`src/rtl/lock_pkg.sv`:
```
package lock_pkg;
  localparam int DIGIT_W = 4;
  localparam int MAX_LEN = 8;
  localparam int MAX_KEYS = 16;

  // nibble k of the packed code word
  function automatic int code_digit(input logic [DIGIT_W*MAX_LEN-1:0] code, input int k);
    return int'(code[DIGIT_W*k +: DIGIT_W]);
  endfunction

  // number of key lines asserted
  function automatic int key_count(input logic [MAX_KEYS-1:0] lines);
    int n;
    n = 0;
    for (int i = 0; i < MAX_KEYS; i++) n += int'(lines[i]);
    return n;
  endfunction
endpackage

```
`src/rtl/lock_key_decode.sv`:
```
module lock_key_decode #(
  parameter int NUM_KEYS = 10
) (
  input  logic [NUM_KEYS-1:0] key_hot,
  output logic                key_single
);
  import lock_pkg::*;
  logic [MAX_KEYS-1:0] lines_ext;

  always_comb begin
    lines_ext = '0;
    lines_ext[NUM_KEYS-1:0] = key_hot;
    key_single = (key_count(lines_ext) == 1);
  end
endmodule

```
`src/rtl/lock_stage_match.sv`:
```
module lock_stage_match #(
  parameter int NUM_KEYS = 10,
  parameter int CODE_LEN = 4,
  parameter logic [31:0] CODE = 32'h0000_9173
) (
  input  logic                key_valid,
  input  logic                key_single,
  input  logic [NUM_KEYS-1:0] key_hot,
  input  logic [CODE_LEN-1:0] stage_open,
  output logic                adv_pulse,
  output logic                clr_pulse
);
  import lock_pkg::*;
  logic [CODE_LEN-1:0] hit;

  // each open stage gates exactly one key line
  for (genvar k = 0; k < CODE_LEN; k++) begin : g_gate
    localparam int DK = code_digit(CODE, k);
    assign hit[k] = stage_open[k] & key_hot[DK];
  end

  always_comb begin
    adv_pulse = key_valid & key_single & (|hit);
    // every press requests a clear; an advance masks it
    clr_pulse = key_valid & ~adv_pulse;
  end
endmodule

```
`src/rtl/lock_stage_reg.sv`:
```
module lock_stage_reg #(
  parameter int ST_W = 5
) (
  input  logic            clk,
  input  logic            rst,
  input  logic            adv_pulse,
  input  logic            clr_pulse,
  output logic [ST_W-1:0] stage
);
  localparam logic [ST_W-1:0] START = ST_W'(1);

  always_ff @(posedge clk) begin
    if (rst)            stage <= START;
    else if (adv_pulse) stage <= {stage[ST_W-2:0], 1'b0};
    else if (clr_pulse) stage <= START;
  end
endmodule

```
`src/rtl/seq_code_lock.sv`:
```
module seq_code_lock #(
  parameter int NUM_KEYS = 10,
  parameter int CODE_LEN = 4,
  parameter logic [31:0] CODE = 32'h0000_9173
) (
  input  logic                clk,
  input  logic                rst,
  input  logic                key_valid,
  input  logic [NUM_KEYS-1:0] key_hot,
  output logic                unlocked,
  output logic [CODE_LEN:0]   stage
);
  localparam int ST_W = CODE_LEN + 1;

  logic key_single;
  logic adv_pulse;
  logic clr_pulse;

  lock_key_decode #(.NUM_KEYS(NUM_KEYS)) u_dec (
    .key_hot   (key_hot),
    .key_single(key_single)
  );

  lock_stage_match #(.NUM_KEYS(NUM_KEYS), .CODE_LEN(CODE_LEN), .CODE(CODE)) u_match (
    .key_valid (key_valid),
    .key_single(key_single),
    .key_hot   (key_hot),
    .stage_open(stage[CODE_LEN-1:0]),
    .adv_pulse (adv_pulse),
    .clr_pulse (clr_pulse)
  );

  lock_stage_reg #(.ST_W(ST_W)) u_reg (
    .clk      (clk),
    .rst      (rst),
    .adv_pulse(adv_pulse),
    .clr_pulse(clr_pulse),
    .stage    (stage)
  );

  assign unlocked = stage[CODE_LEN];
endmodule

```
`config.mk`:
```
export PLATFORM = sky130hd
export DESIGN_NAME = seq_code_lock
export DESIGN_NICKNAME = d
export VERILOG_FILES = /design/src/rtl/lock_pkg.sv /design/src/rtl/lock_key_decode.sv /design/src/rtl/lock_stage_match.sv /design/src/rtl/lock_stage_reg.sv /design/src/rtl/seq_code_lock.sv
export SDC_FILE = /design/constraint.sdc
export NUM_CORES = 1
export LEC_CHECK = 0
export ABC_AREA = 1
export ABC_CLOCK_PERIOD_IN_PS = 7800
export CAP_MARGIN = 15
export CORE_ASPECT_RATIO = 0.7
export CORE_UTILIZATION = 23
export CTS_BUF_LIST = sky130_fd_sc_hd__clkbuf_2
export DETAILED_ROUTE_END_ITERATION = 16
export HOLD_SLACK_MARGIN = 0.08
export PLACE_DENSITY_LB_ADDON = 0.3
export SLEW_MARGIN = 20
export SYNTH_ARGS = -nofsm -noshare
export SYNTH_HDL_FRONTEND = slang
export SYNTH_HIERARCHICAL = 1
export SYNTH_SLANG_ARGS = --single-unit
```
`constraint.sdc`:
```
create_clock -name clk -period 7.8 [get_ports clk]
set_input_delay 1.56 -clock clk [delete_from_list [all_inputs] [get_ports clk]]
set_output_delay 1.56 -clock clk [all_outputs]
set_load 0.01 [all_outputs]
```
==> flow_summary.toml <==
[synth]
syn-cell-area_um2 = 449
synth_edf_count = 0
yosys_most_used_dff = "dfxtp_1"
synth_seq_cells = 5
synthAdderAreaFrac_pct = 32.3
yosysTopAreaCellShare_pct = 26.7
seq_area_frac_synth_pct = 22.3
synth_warnings = 6
synth.area.mux_share_pct = 0
yosysMostFrequentCell = "nand2_1"
yosys.area_share.simple_pct = 24.0
netlist_instances = 60
synth_xor_area_share_pct = 0
yosys.area.top_type = "fa_1"
ys_types = 11
ys_async_sr_fraction_pct = 0
synth_area_leaders = "fa_1 27%, dfxtp_1 22%, nand2_1 17%"
synth.avg_cell_area_um2 = 7.49
netlist_top_cells_count = "20 x nand2_1, 14 x inv_1, 6 x fa_1"
synth_top_family_by_area = "adder cells"
synth_compound_area_share_pct = 8.08
syn_nets = 81

[cells_and_area]
largest_reg_flops = 5
fin_nets = 103
fin_area_um2 = 668
fillCellCount = 201
drive_gt1_share_pct = 11.1
largest-register = "u_reg/stage"
area_growth_pct = 48.7
reg.largest.list = "u_reg/stage (5)"
diodes = 0

[floorplanning]
dieArea_um2 = 2140
initial_core_util_pct = 26.2
die_w_um = 54.8
num_rows = 12
io_pins = 19
core_area_um2 = 1710
die_h_um = 39.0

[cts]
holdBufCountCts = 0
htree_levels = 1
cts_setup_buffers = 0
root_buffer = "clkbuf_2"
post_cts_resize_count = 0
cts_buffer_depth = 2
path_clk_slew_ns = 0.06
numCtsBuffers = 3
clkLatencyLatePin_ns = 0.22
cts_tree = "built"
cts_sinks = 5

[global_routing]
antenna_found_initial = 0
track_usage_pct = 11.2
grt_pass1_vias = 409
use_met3_pct = 3.92
grt_use_met2_pct = 19.6
grt_util_met1_pct = 12.5
grt.overflow.total = 0
busiest_layer = "met2"
grt_max_degree = 8
grt_pass1_wl_mm = 1.64

[min_path]
hold_end = "u_reg/stage[1]$_SDFFE_PP0P_"
hold_path.class = "reg2reg"
hp-start = "u_reg/stage[0]$_SDFFE_PP1P_"
hold_depth = 2

[timing]
rsz0062_at_grt = "false"
min_period_ns = 5.18
clock_skew_ns = 0.00396
finalSetupViolations = 0
fin_crit_sh_pct = 66.5
max_slew_margin_pct = 79.9
setup-tns-final_ns = 0
fmax_mhz = 193
hold_viol_final = 0
finalMaxSlewViolations = 0
whs_ns = 0.493
worst_slew_pin_slew_ns = 0.301

[detailed_routing]
ant_nets = 0
route.detailed.drc = 0
drt_pass1_iterations = 5
via_per_inst = 4.03
drt_iter0_drc = 3
num_vias = 411
routed_wl_um = 989
wl_per_cell_um = 9.70

[critical_path]
cp.required_ns = 7.95
regToRegStartpoint = "u_reg/stage[2]$_SDFFE_PP0P_"
rr_worst_depth = 8
cp_max_fo = 7
reg2reg_to = "u_reg/stage[4]$_SDFFE_PP0P_"
cp-end-kind = "flop"
crit_arrival_ns = 5.33
critical_path_class = "in2reg"
start_kind = "primary input"
rrSetupSlack_ns = 6.42

[place]
io_buffers = 18
routabilityCongestion = 0.766
dpl_cell_area_um2 = 648
dp_hpwl_um = 824

[outcome]
status = "finished, final reports clean"

[power_and_ir_drop]
p_leak_nw = 0.313
p_per_area_nw_per_um2 = 157
ir_drop_mv = 0.0490

[flow_run]
maxCapViolCount = 0
## layout by cell type (no fill, tap or decap), drive strengths merged
master	n
ha	2
fa	6
nand2	20
inv	14
clkdlybuf4s50	18
clkbuf	4
dfxtp	5
o21bai	1
nor2	6
a21oi	5
## stage by stage
step	std cells	util (%)	power (mW)	setup slack, ns
after global routing	102	39.0	0.120	2.36
after global placement	98	37.9	0.0797	2.46
after detailed placement	98	37.9	0.0819	2.36
final	102	39.0	0.105	2.62
after floorplan	60	-	0.0647	3.14
after CTS	102	39.0	0.108	2.58
## kinds of logic (layout without fill, tap and decap cells)
| logic type | count (synthesis) | after routing |
|---|---|---|
| AND/OR/NAND/NOR | 26 | 26 |
| flip-flops | 5 | 5 |
| adder cells (fa/ha/maj) | 8 | 8 |
| AO/OA/AOI/OAI | 6 | 6 |
| buffers and inverters | 15 | 36 |
## metal layers
layer	up-vias	part of all wire, %
li1	215	-
met1	179	44
met2	15	47
met3	2	8.0
met4	0	1.0
met5	-	0
## power by group
| part | switching (mW) | total, mW | internal, mW |
|---|---|---|---|
| logic | 0.0276 | 0.0525 | 0.0249 |
| registers | 0.000907 | 0.0274 | 0.0265 |
| clock network | 0.0113 | 0.0249 | 0.0136 |
| total | 0.0398 | 0.105 | 0.0650 |
## how the worst max path moves through the flow
stage                     cells past startpoint       start                          end  slack [ns]
after floorplan                              18  key_hot[0]  u_reg/stage[1]$_SDFFE_PP0P_        3.14
after global placement                       19  key_hot[1]  u_reg/stage[4]$_SDFFE_PP0P_        2.46
after detailed placement                     19  key_hot[1]  u_reg/stage[4]$_SDFFE_PP0P_        2.36
after CTS                                    19  key_hot[1]  u_reg/stage[3]$_SDFFE_PP0P_        2.58
after global routing                         19  key_hot[1]  u_reg/stage[3]$_SDFFE_PP0P_        2.36
final                                        19  key_hot[1]  u_reg/stage[4]$_SDFFE_PP0P_        2.62
## area by class of cell
| class | instances | area, µm² | area share (%) |
|---|---|---|---|
| multi-input cells | 40 | 289 | 43.3 |
| flip-flops and latches | 5 | 100 | 15.0 |
| inverters | 14 | 52.6 | 7.87 |
| clock buffers | 4 | 20.0 | 3.00 |
| well taps | 21 | 26.3 | 3.93 |
| repair buffers | 18 | 180 | 27.0 |
## worst max-delay path: stages
cell             delay, ns
clkdlybuf4s50_1       0.50
fa_1                  0.45
fa_1                  0.53
inv_1                 0.05
fa_1                  0.44
inv_1                 0.07
ha_1                  0.16
inv_1                 0.06
fa_1                  0.47
nand2_1               0.05
inv_1                 0.05
nand2_1               0.05
a21oi_2               0.09
nand2_1               0.06
nor2_2                0.27
nor2_2                0.08
nor2_2                0.17
nand2_1               0.07
a21oi_1               0.16
Note: power is estimated with default switching activity, not from simulation.
